===== src/rtl/bert_pkg.sv =====
package bert_pkg;
  typedef enum logic [1:0] {
    ST_FILL  = 2'd0,
    ST_CHECK = 2'd1,
    ST_LOCK  = 2'd2
  } mon_st_e;
endpackage


===== src/rtl/bert_pred.sv =====
module bert_pred #(
  parameter int MAX_LEN = 32,
  localparam int LW = $clog2(MAX_LEN + 1),
  localparam int PW = (MAX_LEN > 1) ? $clog2(MAX_LEN) : 1
) (
  input  logic               clk_i,
  input  logic               rst_ni,
  input  logic               step_i,
  input  logic               lock_i,
  input  logic               skip_i,
  input  logic               zero_ptr_i,
  input  logic               rep_i,
  input  logic [LW-1:0]      len_i,
  input  logic [LW-1:0]      tap_i,
  input  logic [MAX_LEN-1:0] pat_i,
  input  logic               bit_i,
  output logic               pred_o
);
  logic [MAX_LEN-1:0] hist_q;
  logic [PW-1:0]      ptr_q;
  logic [PW-1:0]      n_idx, y_idx;

  function automatic logic [PW-1:0] wrap_inc(input logic [PW-1:0] p, input logic [LW-1:0] n);
    if (int'(p) + 1 >= int'(n)) return '0;
    return p + 1'b1;
  endfunction

  assign n_idx  = (len_i == '0) ? '0 : PW'(len_i - 1'b1);
  assign y_idx  = (tap_i == '0) ? '0 : PW'(tap_i - 1'b1);
  assign pred_o = rep_i ? pat_i[ptr_q] : (hist_q[n_idx] ^ hist_q[y_idx]);

  always_ff @(posedge clk_i or negedge rst_ni) begin
    if (!rst_ni) begin
      hist_q <= '0;
      ptr_q  <= '0;
    end else begin
      if (zero_ptr_i) ptr_q <= '0;
      else if (step_i && rep_i)
        ptr_q <= skip_i ? wrap_inc(wrap_inc(ptr_q, len_i), len_i) : wrap_inc(ptr_q, len_i);
      // in lock the history runs on its own prediction so line errors do not spread
      if (step_i) hist_q <= {hist_q[MAX_LEN-2:0], lock_i ? pred_o : bit_i};
    end
  end


  ptr_range_chk: assert property (@(posedge clk_i) disable iff (!rst_ni)
    (rep_i && len_i != '0) |-> (int'(ptr_q) < int'(len_i)));
endmodule


===== src/rtl/bert_sync.sv =====
module bert_sync
  import bert_pkg::*;
#(
  parameter int MAX_LEN   = 32,
  parameter int SYNC_RUN  = 32,
  parameter int WIN_LEN   = 64,
  parameter int LOSS_ERRS = 6,
  localparam int LW = $clog2(MAX_LEN + 1),
  localparam int RW = $clog2(SYNC_RUN),
  localparam int WW = $clog2(WIN_LEN),
  localparam int EW = $clog2(LOSS_ERRS + 1)
) (
  input  logic          clk_i,
  input  logic          rst_ni,
  input  logic          step_i,
  input  logic          restart_i,
  input  logic          hunt_rep_i,
  input  logic [LW-1:0] len_i,
  input  logic          bit_i,
  input  logic          pred_i,
  output logic          lock_o,
  output logic          skip_o,
  output logic          err_o
);
  mon_st_e       st_q, hunt_st;
  logic [LW-1:0] fill_q;
  logic [RW-1:0] run_q;
  logic [WW-1:0] win_pos_q;
  logic [EW-1:0] win_err_q, win_tot;
  logic          miss;

  assign miss    = bit_i ^ pred_i;
  assign hunt_st = hunt_rep_i ? ST_CHECK : ST_FILL;
  assign lock_o  = (st_q == ST_LOCK);
  assign skip_o  = step_i && (st_q == ST_CHECK) && miss;
  assign err_o   = step_i && (st_q == ST_LOCK) && miss;
  assign win_tot = win_err_q + EW'(miss);

  always_ff @(posedge clk_i or negedge rst_ni) begin
    if (!rst_ni) begin
      st_q      <= ST_FILL;
      fill_q    <= '0;
      run_q     <= '0;
      win_pos_q <= '0;
      win_err_q <= '0;
    end else if (restart_i) begin
      st_q   <= hunt_st;
      fill_q <= '0;
      run_q  <= '0;
    end else if (step_i) begin
      unique case (st_q)
        ST_FILL: begin
          if (int'(fill_q) + 1 >= int'(len_i)) begin
            st_q  <= ST_CHECK;
            run_q <= '0;
          end else fill_q <= fill_q + 1'b1;
        end
        ST_CHECK: begin
          if (miss) run_q <= '0;
          else if (int'(run_q) == SYNC_RUN - 1) begin
            st_q      <= ST_LOCK;
            win_pos_q <= '0;
            win_err_q <= '0;
          end else run_q <= run_q + 1'b1;
        end
        ST_LOCK: begin
          if (int'(win_tot) >= LOSS_ERRS) begin
            st_q   <= hunt_st;
            fill_q <= '0;
            run_q  <= '0;
          end else if (int'(win_pos_q) == WIN_LEN - 1) begin
            win_pos_q <= '0;
            win_err_q <= '0;
          end else begin
            win_pos_q <= win_pos_q + 1'b1;
            win_err_q <= win_tot;
          end
        end
        default: st_q <= ST_FILL;
      endcase
    end
  end


  lock_entry_chk: assert property (@(posedge clk_i) disable iff (!rst_ni)
    $rose(lock_o) |-> ($past(st_q) == ST_CHECK) && $past(step_i) && !$past(skip_o));

  win_limit_chk: assert property (@(posedge clk_i) disable iff (!rst_ni)
    lock_o |-> (int'(win_err_q) < LOSS_ERRS));

  restart_drop_chk: assert property (@(posedge clk_i) disable iff (!rst_ni)
    restart_i |=> !lock_o);

  check_miss_chk: assert property (@(posedge clk_i) disable iff (!rst_ni)
    (skip_o && !restart_i) |=> (st_q == ST_CHECK) && (run_q == '0));
endmodule


===== src/rtl/bert_cnt.sv =====
module bert_cnt #(
  parameter int W = 32
) (
  input  logic         clk_i,
  input  logic         rst_ni,
  input  logic         inc_i,
  input  logic         clr_i,
  output logic [W-1:0] held_o
);
  localparam logic [W-1:0] CNT_MAX = {W{1'b1}};

  logic [W-1:0] live_q;

  always_ff @(posedge clk_i or negedge rst_ni) begin
    if (!rst_ni) begin
      live_q <= '0;
      held_o <= '0;
    end else if (clr_i) begin
      held_o <= live_q;
      live_q <= W'(inc_i);
    end else if (inc_i && live_q != CNT_MAX) begin
      live_q <= live_q + 1'b1;
    end
  end


  sat_hold_chk: assert property (@(posedge clk_i) disable iff (!rst_ni)
    (live_q == CNT_MAX && !clr_i) |=> live_q == CNT_MAX);

  clear_chk: assert property (@(posedge clk_i) disable iff (!rst_ni)
    clr_i |=> live_q <= W'(1));

  idle_hold_chk: assert property (@(posedge clk_i) disable iff (!rst_ni)
    (!inc_i && !clr_i) |=> $stable(live_q) && $stable(held_o));
endmodule


===== src/rtl/bert_rx_mon.sv =====
module bert_rx_mon #(
  parameter int MAX_LEN   = 32,
  parameter int ERR_W     = 24,
  parameter int BIT_W     = 32,
  parameter int SYNC_RUN  = 32,
  parameter int WIN_LEN   = 64,
  parameter int LOSS_ERRS = 6,
  localparam int LW = $clog2(MAX_LEN + 1)
) (
  input  logic               clk_i,
  input  logic               rst_ni,
  input  logic               en_i,
  input  logic               load_i,
  input  logic               rep_mode_i,
  input  logic [LW-1:0]      len_i,
  input  logic [LW-1:0]      tap_i,
  input  logic [MAX_LEN-1:0] pat_i,
  input  logic               bit_i,
  input  logic               bit_vld_i,
  input  logic               latch_i,
  output logic               sync_o,
  output logic [ERR_W-1:0]   err_cnt_o,
  output logic [BIT_W-1:0]   bit_cnt_o
);
  logic               cfg_rep_q;
  logic [LW-1:0]      cfg_len_q, cfg_tap_q;
  logic [MAX_LEN-1:0] cfg_pat_q;
  logic load_ok, step, restart, hunt_rep, pred, skip, err, lock;

  assign load_ok  = load_i & en_i;
  assign step     = bit_vld_i & en_i & ~load_i;
  assign restart  = load_ok | ~en_i;
  assign hunt_rep = load_ok ? rep_mode_i : cfg_rep_q;
  assign sync_o   = lock;

  always_ff @(posedge clk_i or negedge rst_ni) begin
    if (!rst_ni) begin
      cfg_rep_q <= 1'b0;
      cfg_len_q <= LW'(7);
      cfg_tap_q <= LW'(6);
      cfg_pat_q <= '0;
    end else if (load_ok) begin
      cfg_rep_q <= rep_mode_i;
      cfg_len_q <= len_i;
      cfg_tap_q <= tap_i;
      cfg_pat_q <= pat_i;
    end
  end

  bert_pred #(.MAX_LEN(MAX_LEN)) u_pred (
    .clk_i, .rst_ni,
    .step_i(step), .lock_i(lock), .skip_i(skip), .zero_ptr_i(load_ok),
    .rep_i(cfg_rep_q), .len_i(cfg_len_q), .tap_i(cfg_tap_q), .pat_i(cfg_pat_q),
    .bit_i, .pred_o(pred)
  );

  bert_sync #(
    .MAX_LEN(MAX_LEN), .SYNC_RUN(SYNC_RUN), .WIN_LEN(WIN_LEN), .LOSS_ERRS(LOSS_ERRS)
  ) u_sync (
    .clk_i, .rst_ni,
    .step_i(step), .restart_i(restart), .hunt_rep_i(hunt_rep), .len_i(cfg_len_q),
    .bit_i, .pred_i(pred), .lock_o(lock), .skip_o(skip), .err_o(err)
  );

  bert_cnt #(.W(ERR_W)) u_err_cnt (
    .clk_i, .rst_ni, .inc_i(err), .clr_i(latch_i), .held_o(err_cnt_o)
  );

  bert_cnt #(.W(BIT_W)) u_bit_cnt (
    .clk_i, .rst_ni, .inc_i(step & lock), .clr_i(latch_i), .held_o(bit_cnt_o)
  );


  cfg_hold_chk: assert property (@(posedge clk_i) disable iff (!rst_ni)
    !en_i |=> $stable(cfg_rep_q) && $stable(cfg_len_q) && $stable(cfg_tap_q) && $stable(cfg_pat_q));

  err_in_sync_chk: assert property (@(posedge clk_i) disable iff (!rst_ni)
    err |-> sync_o && bit_vld_i);
endmodule


===== config.mk =====
export PLATFORM = sky130hd
export DESIGN_NAME = bert_rx_mon
export DESIGN_NICKNAME = d
export VERILOG_FILES = /design/src/rtl/bert_pkg.sv /design/src/rtl/bert_pred.sv /design/src/rtl/bert_sync.sv /design/src/rtl/bert_cnt.sv /design/src/rtl/bert_rx_mon.sv
export SDC_FILE = /design/constraint.sdc
export NUM_CORES = 1
export LEC_CHECK = 0
export ABC_AREA = 1
export BUFFER_PORTS_ARGS = -buffer_cell sky130_fd_sc_hd__buf_4
export CAP_MARGIN = 20
export CORE_UTILIZATION = 27
export CTS_BUF_LIST = sky130_fd_sc_hd__clkbuf_16
export CTS_CLUSTER_SIZE = 24
export DETAILED_ROUTE_END_ITERATION = 10
export RECOVER_POWER = 100
export SETUP_SLACK_MARGIN = 0.5
export SLEW_MARGIN = 30
export SYNTH_ARGS = -nofsm -noshare
export SYNTH_HDL_FRONTEND = slang
export SYNTH_SLANG_ARGS = --single-unit

===== constraint.sdc =====
create_clock -name clk_i -period 5.2 [get_ports clk_i]
set_input_delay 0.52 -clock clk_i [delete_from_list [all_inputs] [get_ports clk_i]]
set_output_delay 0.52 -clock clk_i [all_outputs]
set_load 0.05 [all_outputs]

======== Yosys cells after proc, flatten, opt, wreduce, memory -nomap -nowiden ========
Cells that the tools add are included.
operators by class
  $add $sub $neg .......................... 13
  equality and inequality tests ........... 15
  bitwise gates (word level) .............. 10
  multiplexer cells ....................... 60
  reductions and logical operators ........ 21
  order comparisons ....................... 7
operators by type and width
  kind                                                                          count
  5-bit two-way mux                                                             17
  32-bit two-way mux                                                            2
  24-bit two-way mux                                                            2
  6-bit two-way mux                                                             8
  32-bit by 1-bit adder with 32-bit output, second input constant               1
  32-bit != test, second input constant                                         1
  24-bit by 1-bit adder with 24-bit output, second input constant               1
  24-bit != test, second input constant                                         1
  6-bit one-hot mux with 2 select lines                                         2
  5-bit by 6-bit less-than comparator with 1-bit output, second input constant  3
  5-bit by 1-bit adder with 5-bit output, second input constant                 3
  1-bit binary-select mux with 5-bit select                                     3
  5-bit one-hot mux with 3 select lines                                         1
  1-bit two-way mux                                                             13
  5-bit by 1-bit adder with 6-bit output, second input constant                 2
  6-bit by 1-bit adder with 6-bit output, second input constant                 2
  6-bit >= comparator                                                           2
  6-bit logical NOT                                                             2
  2-bit two-way mux                                                             6
  3-bit two-way mux                                                             4
  5-bit AND reduction                                                           2
  2-bit nonzero test                                                            5
  5-bit by 1-bit subtractor with 5-bit output, second input constant            2
  3-bit != test, second input constant                                          3
  other kinds (23)                                                              38
word-level totals
  word-level logic and storage cells ...... 141
  output and inout bits ................... 57
  flip-flop bits (word level) ............. 216
  input port bits ......................... 52

======== Longest topological paths before layout ========
Gate-level depths: netlist (run 1).
  depth in word-level cells ............... 17
  mapped depth ............................ 32
  depth with buffers taken out ............ 30

======== Hierarchy ========
A second synthesis (run 1) with hierarchy kept.
second synthesis, totals
  cells, all modules ...................... 1,724
  area, all modules ....................... 12,644.6 µm²
by module, submodules not included
  module                area an instance (µm²)  times used  sequential area each (µm²)  cells each
  bert_cnt (u_bit_cnt)  3,402.0                 1           1,601.5                     458
  bert_pred             3,219.3                 1           925.9                       501
  bert_cnt (u_err_cnt)  2,493.6                 1           1,201.2                     328
  bert_rx_mon           1,821.7                 1           1,132.3                     202
  bert_sync             1,707.9                 1           550.5                       235

======== Worst setup path before layout (run 1) ========
Ideal clock, no wire load.
  path kind ............................... register to register
  from .................................... register cfg_len_q[0]
  to ...................................... register u_sync.fill_q[1]
  setup slack ............................. 1.154 ns
  cell stages (with the launch flop) ...... 31
  library setup time ...................... 0.083 ns
  data arrival time ....................... 3.963 ns
  required time ........................... 5.117 ns
  clock period less this slack ............ 4.046 ns
  buffers on the path ..................... 5
  path through ............................ dfstp_2 inv_2 buf_2 ha_1 nand3_1 buf_4 buf_6 nand3_1 nand3_1 nand3_1 nand3_1 nand2_1 nand2_1 nand2_1 nand2_1 nand3_2 nand2_2 nand2_4 buf_6 nand2_8 inv_4 ha_1 ha_1 xnor2_1 or2_2 a31oi_1 nand2_1 a21oi_1 clkbuf_1 nand3_1 o21ai_0
on the way
  cells in the longest elaborated chain, start to end .. 11
  elaborated cells on any way between the ends .. 14
  those cells by class .................... add/sub (2); order compare (2); eq/ne (2); mux (4); bitwise (2); reduce/logical (2)
RTL lines
  what                                                                                     line               text
  start: declaration                                                                       bert_rx_mon.sv:26  logic [LW-1:0] cfg_len_q, cfg_tap_q;
  start signal: assignment                                                                 bert_rx_mon.sv:44  cfg_len_q <= len_i;
  5-bit by 1-bit subtractor with 5-bit output / 6-bit logical NOT (equally long branches)  bert_pred.sv:28    assign n_idx = (len_i == '0) ? '0 : PW'(len_i - 1'b1);
  5-bit two-way mux                                                                        bert_pred.sv:28
  1-bit binary-select mux with 5-bit select                                                bert_pred.sv:30    assign pred_o = rep_i ? pat_i[ptr_q] : (hist_q[n_idx] ^ hist_q[y_idx]);
  1-bit two-way mux (not written as such)                                                  bert_pred.sv:30
  1-bit XOR                                                                                bert_pred.sv:30
  1-bit two-way mux                                                                        bert_pred.sv:30
  1-bit XOR                                                                                bert_sync.sv:32    assign miss = bit_i ^ pred_i;
  3-bit by 1-bit adder with 3-bit output                                                   bert_sync.sv:37    assign win_tot = win_err_q + EW'(miss);
  3-bit >= comparator                                                                      bert_sync.sv:67    if (int'(win_tot) >= LOSS_ERRS) begin
  3-bit by 2-bit != test with 1-bit output (no line)                                       -
  4-bit AND reduction (no line) *                                                          -
  end signal: assignment                                                                   bert_sync.sv:56    end else fill_q <= fill_q + 1'b1;
  end: declaration                                                                         bert_sync.sv:26    logic [LW-1:0] fill_q;
Every way passes the cells marked *; elsewhere a longest branch is shown, timed or not. The select of a mux whose other input is x is not followed.
A chain may end at the register's enable or synchronous reset.

======== Final worst setup path (run 1) ========
  from .................................... register cfg_tap_q[1]
  to ...................................... register u_sync.fill_q[0]
on the way
  cells in the longest elaborated chain, start to end .. 11
  elaborated cells on any way between the ends .. 12
  those cells by class .................... add/sub (2); order compare (1); eq/ne (1); mux (4); bitwise (2); reduce/logical (2)
RTL lines
  what                                                                                     line               text
  start: declaration                                                                       bert_rx_mon.sv:26
  start signal: assignment                                                                 bert_rx_mon.sv:45  cfg_tap_q <= tap_i;
  5-bit by 1-bit subtractor with 5-bit output / 6-bit logical NOT (equally long branches)  bert_pred.sv:29    assign y_idx = (tap_i == '0) ? '0 : PW'(tap_i - 1'b1);
  5-bit two-way mux *                                                                      bert_pred.sv:29
  1-bit binary-select mux with 5-bit select *                                              bert_pred.sv:30
  1-bit two-way mux (not written as such) *                                                bert_pred.sv:30
  1-bit XOR *                                                                              bert_pred.sv:30
  1-bit two-way mux *                                                                      bert_pred.sv:30
  1-bit XOR *                                                                              bert_sync.sv:32
  3-bit by 1-bit adder with 3-bit output *                                                 bert_sync.sv:37
  3-bit >= comparator *                                                                    bert_sync.sv:67
  3-bit by 2-bit != test with 1-bit output (no line) *                                     -
  4-bit AND reduction (no line) *                                                          -
Marks and branches as above.

==> impl_metrics.yaml, run 1 <==
run_status:
  run_status: "finished, violations left"
  violations: "max-capacitance violations, max-slew violations"
synthesis:
  syn_nets: 1658
  yosys.area.top_type: "dfrtp_1"
  yosysMostFrequentCell: "nand2_1"
  synthArstFlopShare_pct: 100
  yosys_warnings: 0
  synthCells: 1571
  ys_top_cells_by_count: "nand2_1, dfrtp_1, inv_1, nand3_1, o21ai_0"
  synth_edf_count: 0
  ys_seq_elements: 216
  ys_types: 50
  synth-seq-area-share_pct: 45.3
  avgSynthCellArea_um2: 7.60
  synth_area_um2: 11900
  synth_area_leaders: "dfrtp_1, nand2_1, nand3_1, o21ai_0, inv_1"
  synth-main-ff-cell: "dfrtp_1"
  yosys.area.top_type_share_pct: 44.2
pwr:
  p_total_mw: 4.66
  p_leak_nw: 6.57
  p_per_area_nw_per_um2: 337
  peakVddDrop_v: 0.000247
timing:
  rsz0062_at_grt: "no"
  fin_crit_sh_pct: 86.3
  setup_violations: 0
  maxSlewHeadroom_pct: -73.8
  final.setup.tns_ns: 0
  min_period_ns: 4.49
  final_hold_viol_count: 0
  max_freq_mhz: 223
  fin_skew_ns: 0.0305
  worst_pin_slew_ns: 2.61
  hold_ws_ns: 0.144
  drv_slew: 417
route:
  wl_per_cell_um: 14.0
  drc: 0
  firstDrtPassIters: 5
  drtIter0Drc: 544
  antenna_left: 0
  via_per_inst: 4.69
  routed_wl_um: 31800
  vias: 10618
finish:
  final_nets: 1746
  insertedDiodeCount: 0
  final_cell_area_um2: 13800
  nFillCells: 4754
  syn2layout_area_growth_pct: 15.7
  layout-drive-gt1-share_pct: 7.27
clock_network:
  root_buffer: "clkbuf_16"
  clk_path_buf_depth: 3
  cts.sinks: 216
  htreeDepth: 1
  clk_pin_slew_ns: 0.06
  cts_tree: "done"
  cts_made_buffers: 27
  insertion_delay_ns: 0.57
critical_path:
  cp_max_fo: 15
  cp.required_ns: 5.66
  critPathMaxStageDelay_ns: 0.54
  crit_type: "flip-flop to flip-flop"
  setup.worst_path.end_class: "flip-flop"
  crit_slowest_cell: "dfstp_1"
  worstPathArrival_ns: 4.94
  critPathLaunchType: "flip-flop"
  cpMostUsedCell: "nand3_1"
placement:
  dpl_cell_area_um2: 13300
  post-dp-hpwl_um: 22100
  gp_congestion: 0.872
  portBuffers: 108
floorplanning:
  num_rows: 76
  initial_core_util_pct: 27.5
  die_h_um: 212
  die-width_um: 212
  io_pins: 109
  core_um2: 43400
  die_area_um2: 45100
grt:
  antenna_found_initial: 0
  first_global_vias: 10493
  grt_max_degree: 118
  track_usage_pct: 14.5
  grt-ovfl-total: 0
  grt_pass1_wl_um: 53300
run:
  cap_violations: 5
worst_hold_path:
  holdCritPathClass: "primary input to flip-flop"
timing repair:
| action | in CTS | in global routing |
|---|---|---|
| hold buffers | 0 | 0 |
| gates resized for setup | 5 | 5 |
| buffers inserted | 1 | 0 |
| cloned | 0 | 0 |
| pin swaps | 0 | 0 |
| setup endpoints to repair | 20 | 25 |
critical path: cells and delay by family, from the launching register on:
family / cells / cell delay (ns)
adder cells (fa/ha/maj): 3 / 0.65
AND/OR/NAND/NOR: 15 / 2.05
AO/OA/AOI/OAI: 3 / 0.64
buffers and inverters: 3 / 0.35
flip-flops: 1 / 0.54
XOR/XNOR: 1 / 0.14
stage by stage:
step	worst slack (ns)	util, %	instances
global route	0.265	31.9	2262
detailed placement	0.144	30.7	2214
CTS	0.776	32.7	2262
floorplan	1.15	-	1571
global placement	0.320	30.7	2214
finish	0.712	31.9	2262
flip-flops by register name, summed over array words and instances, names as in the netlist:
signal	cells
cfg_len_q	6
cfg_pat_q	32
cfg_rep_q	1
cfg_tap_q	6
u_bit_cnt.held_o	32
u_bit_cnt.live_q	32
u_err_cnt.held_o	24
u_err_cnt.live_q	24
u_pred.hist_q	32
u_pred.ptr_q	5
u_sync.fill_q	6
u_sync.run_q	5
u_sync.st_q	2
u_sync.win_err_q	3
u_sync.win_pos_q	6
worst paths after layout:
path / slack, ns / start / depth (start not counted) / to
setup / recovery: 0.71 / cfg_tap_q[1]$_DFFE_PN1P_ / 25 / u_sync.fill_q[0]$_DFFE_PN0P_
hold / removal: 0.14 / pat_i[16] / 3 / cfg_pat_q[16]$_DFFE_PN0P_
max in group asynchronous: 1.54 / rst_ni / 2 / u_err_cnt.live_q[5]$_DFFE_PN0P_
min in group asynchronous: 0.74 / rst_ni / 1 / cfg_pat_q[25]$_DFFE_PN0P_
setup reg to reg: 0.71 / cfg_tap_q[1]$_DFFE_PN1P_ / 25 / u_sync.fill_q[0]$_DFFE_PN0P_
hold reg to reg: 0.47 / u_err_cnt.held_o[12]$_DFFE_PN0P_ / 2 / u_err_cnt.held_o[12]$_DFFE_PN0P_
routing by layer:
metal  part of all wire, %  global-route usage (%)
met3                   4.8                    2.67
met1                    46                    18.9
met2                    47                    24.5
met4                   2.2                    3.52
met5                     0                       0
where the power goes:
| part | leakage [nW] | switching, mW | total (mW) | internal (mW) |
|---|---|---|---|---|
| logic | 3.28 | 0.643 | 0.957 | 0.313 |
| registers | 2.87 | 0.104 | 1.91 | 1.81 |
| clock network | 0.421 | 0.755 | 1.79 | 1.03 |
cell families (layout without fill, tap and decap cells):
family | Yosys count | count (layout) | share of synthesized area, %
simple gates | 869 | 869 | 32.2
buf+inv | 224 | 330 | 7.45
flops | 216 | 216 | 45.3
compound gates | 196 | 196 | 9.11
fa+ha+maj | 35 | 35 | 3.67
xor+xnor | 31 | 31 | 2.27
layout by cell type, fill, tap and decap left out, drive strengths merged:
cell type / count
o221ai: 6
clkinvlp: 1
nor4: 11
or2: 3
dfstp: 5
o211ai: 3
nand3: 152
inv: 171
nand4: 31
a21boi: 3
xnor2: 2
dfrtp: 211
a221oi: 1
bufinv: 2
o21ai: 129
nor3b: 4
a31oi: 2
clkbuf: 90
buf: 53
xor2: 29
nand2: 510
nor2: 129
a211oi: 4
o31ai: 2
nor3: 28
and2: 1
o221a: 1
o22ai: 2
ha: 35
o21a: 4
o2111ai: 8
clkinv: 13
a21oi: 31
area by class of cell:
type                    count  area (um2)  area share [%]
clock inverters            20         146            1.06
clock buffers              27         676            4.89
inverters                 167         631            4.56
multi-input cells        1131        5570            40.3
well taps                 585         732            5.30
repair buffers            116         648            4.69
flip-flops and latches    216        5410            39.2
No activity file was read; power rests on OpenSTA's default activity.
==> run 2, diff against run 1 <==
- PLACE_DENSITY: not set -> 0.49
==> run 2 against run 1 <==
Effect of this change: the run still ends with max-capacitance violations, max-slew violations left; maximum frequency rose by 0.87%; die area did not move; setup slack improved by 0.039 ns; first-iteration DRC count rose by 2.4%; sequential cell count did not move; highest routed layer unchanged; power barely moved; register-to-register slack improved by 0.04 ns; core utilization rose by 0.18 points; non-clock buffer count rose by 4; sequential power barely moved; critical path depth rose by 2; cell area rose by 0.58%.
==> impl_metrics.yaml, run 2 (synthesized netlist as in run 1, its figures left out) <==
run_status:
  run_status: "finished, violations left"
  violations: "max-capacitance violations, max-slew violations"
floorplanning:
  core_um2: 43400
  num_rows: 76
  initial_core_util_pct: 27.5
  die_area_um2: 45100
  die-width_um: 212
  io_pins: 109
  die_h_um: 212
route:
  routed_wl_um: 32300
  firstDrtPassIters: 6
  via_per_inst: 4.61
  drc: 0
  vias: 10457
  antenna_left: 0
  drtIter0Drc: 557
  wl_per_cell_um: 14.2
clock_network:
  cts_made_buffers: 28
  cts_tree: "done"
  insertion_delay_ns: 0.57
  clk_pin_slew_ns: 0.06
  htreeDepth: 1
  cts.sinks: 216
  root_buffer: "clkbuf_16"
  clk_path_buf_depth: 3
grt:
  first_global_vias: 10368
  track_usage_pct: 14.8
  antenna_found_initial: 0
  grt_pass1_wl_um: 54200
  grt-ovfl-total: 0
  grt_max_degree: 123
timing:
  fin_skew_ns: 0.0236
  drv_slew: 310
  setup_violations: 0
  hold_ws_ns: 0.159
  max_freq_mhz: 225
  worst_pin_slew_ns: 2.86
  final.setup.tns_ns: 0
  final_hold_viol_count: 0
  rsz0062_at_grt: "no"
  min_period_ns: 4.45
  maxSlewHeadroom_pct: -90.8
  fin_crit_sh_pct: 85.6
finish:
  final_cell_mix: "nand2_1, dfrtp_1, inv_1, nand3_1, o21ai_0"
  insertedDiodeCount: 0
  final_common_cell: "nand2_1"
  layout-drive-gt1-share_pct: 8.31
  fin_cells: 2269
  final_nets: 1751
  syn2layout_area_growth_pct: 16.4
  final_cell_area_um2: 13900
critical_path:
  critPathLaunchType: "flip-flop"
  worstPathArrival_ns: 4.90
  setup.worst_path.end_class: "flip-flop"
  cp_max_fo: 16
  rrSetupSlack_ns: 0.75
  cp.required_ns: 5.65
  crit_type: "flip-flop to flip-flop"
placement:
  post-dp-hpwl_um: 22600
  gp_congestion: 0.843
  dpl_cell_area_um2: 13300
  dp.cells: 2215
  portBuffers: 108
worst_hold_path:
  holdCritPathClass: "primary input to flip-flop"
run:
  cap_violations: 4
pwr:
  p_total_mw: 4.66
  p_per_area_nw_per_um2: 335
  peakVddDrop_v: 0.000216
  p_leak_nw: 6.60
run 2: cell count changes in the layout (fill, tap and decap cells not counted), sizes merged:
cell / change
buf: +3
clkbuf: +2
clkinvlp: +1
inv: -2
clkinv: +4
bufinv: -1
run 2: routing by layer:
| layer | share of wire [%] | vias to the layer above | GRT usage (%) |
|---|---|---|---|
| met5 | 0 | - | 0 |
| met4 | 2.4 | 0 | 3.99 |
| met3 | 4.4 | 45 | 2.78 |
| met2 | 47 | 184 | 25.1 |
| met1 | 46 | 4943 | 19.2 |
| li1 | - | 5285 | - |
run 2: what timing repair did:
item	CTS	global route
setup endpoints to repair	14	27
resized for setup	2	10
hold buffers	0	0
buffers inserted	0	4
gates cloned	0	0
run 2: layout make-up:
type / instances / area [um2]
Clock inverter: 22 / 133
Fill cell: 4764 / 29500
Timing Repair Buffer: 120 / 671
Multi-Input combinational cell: 1131 / 5610
Tap cell: 585 / 732
Inverter: 167 / 638
Sequential cell: 216 / 5420
Clock buffer: 28 / 701
run 2: power breakdown:
part	leakage (nW)	switching (mW)	internal (mW)	total, mW
Clock	0.429	0.753	1.02	1.77
Combinational	3.30	0.652	0.321	0.973
Sequential	2.87	0.107	1.81	1.91
run 2: per-stage QoR:
stage	util (%)	worst slack, ns
final	32.1	0.751
after global placement	30.7	0.476
after global routing	32.1	0.307
after CTS	32.6	0.503
after detailed placement	30.7	0.369
after floorplan	-	1.15
run 2: worst paths after layout:
check	cells after the start	end	from
worst max-delay path	27	u_sync.run_q[4]$_DFFE_PN0P_	cfg_len_q[0]$_DFFE_PN1P_
worst min-delay path	3	cfg_pat_q[23]$_DFFE_PN0P_	pat_i[23]
worst max register to register	27	u_sync.run_q[4]$_DFFE_PN0P_	cfg_len_q[0]$_DFFE_PN1P_
worst min register to register	2	u_err_cnt.held_o[19]$_DFFE_PN0P_	u_err_cnt.held_o[19]$_DFFE_PN0P_
max in group asynchronous	2	u_pred.ptr_q[1]$_DFFE_PN0P_	rst_ni
min in group asynchronous	1	cfg_pat_q[3]$_DFFE_PN0P_	rst_ni
run 2: critical path: stages (launching register included):
cell and delay, ns:
dfstp_4 0.63, inv_4 0.08, ha_1 0.25, nand3_1 0.21
buf_4 0.24, nand2_1 0.17, inv_1 0.13, nand3_1 0.09
nand3_1 0.11, nand2_1 0.06, nand2_1 0.05, nand2_1 0.05
nand2_1 0.06, nand3_1 0.13, nand2_1 0.16, nand2_4 0.14
nand2_8 0.11, inv_4 0.05, ha_1 0.19, ha_1 0.20
xnor2_1 0.13, or2_2 0.28, a31oi_1 0.17, nand2_1 0.14
a21oi_4 0.18, nand2_1 0.15, nand2_1 0.09, nand2_1 0.05
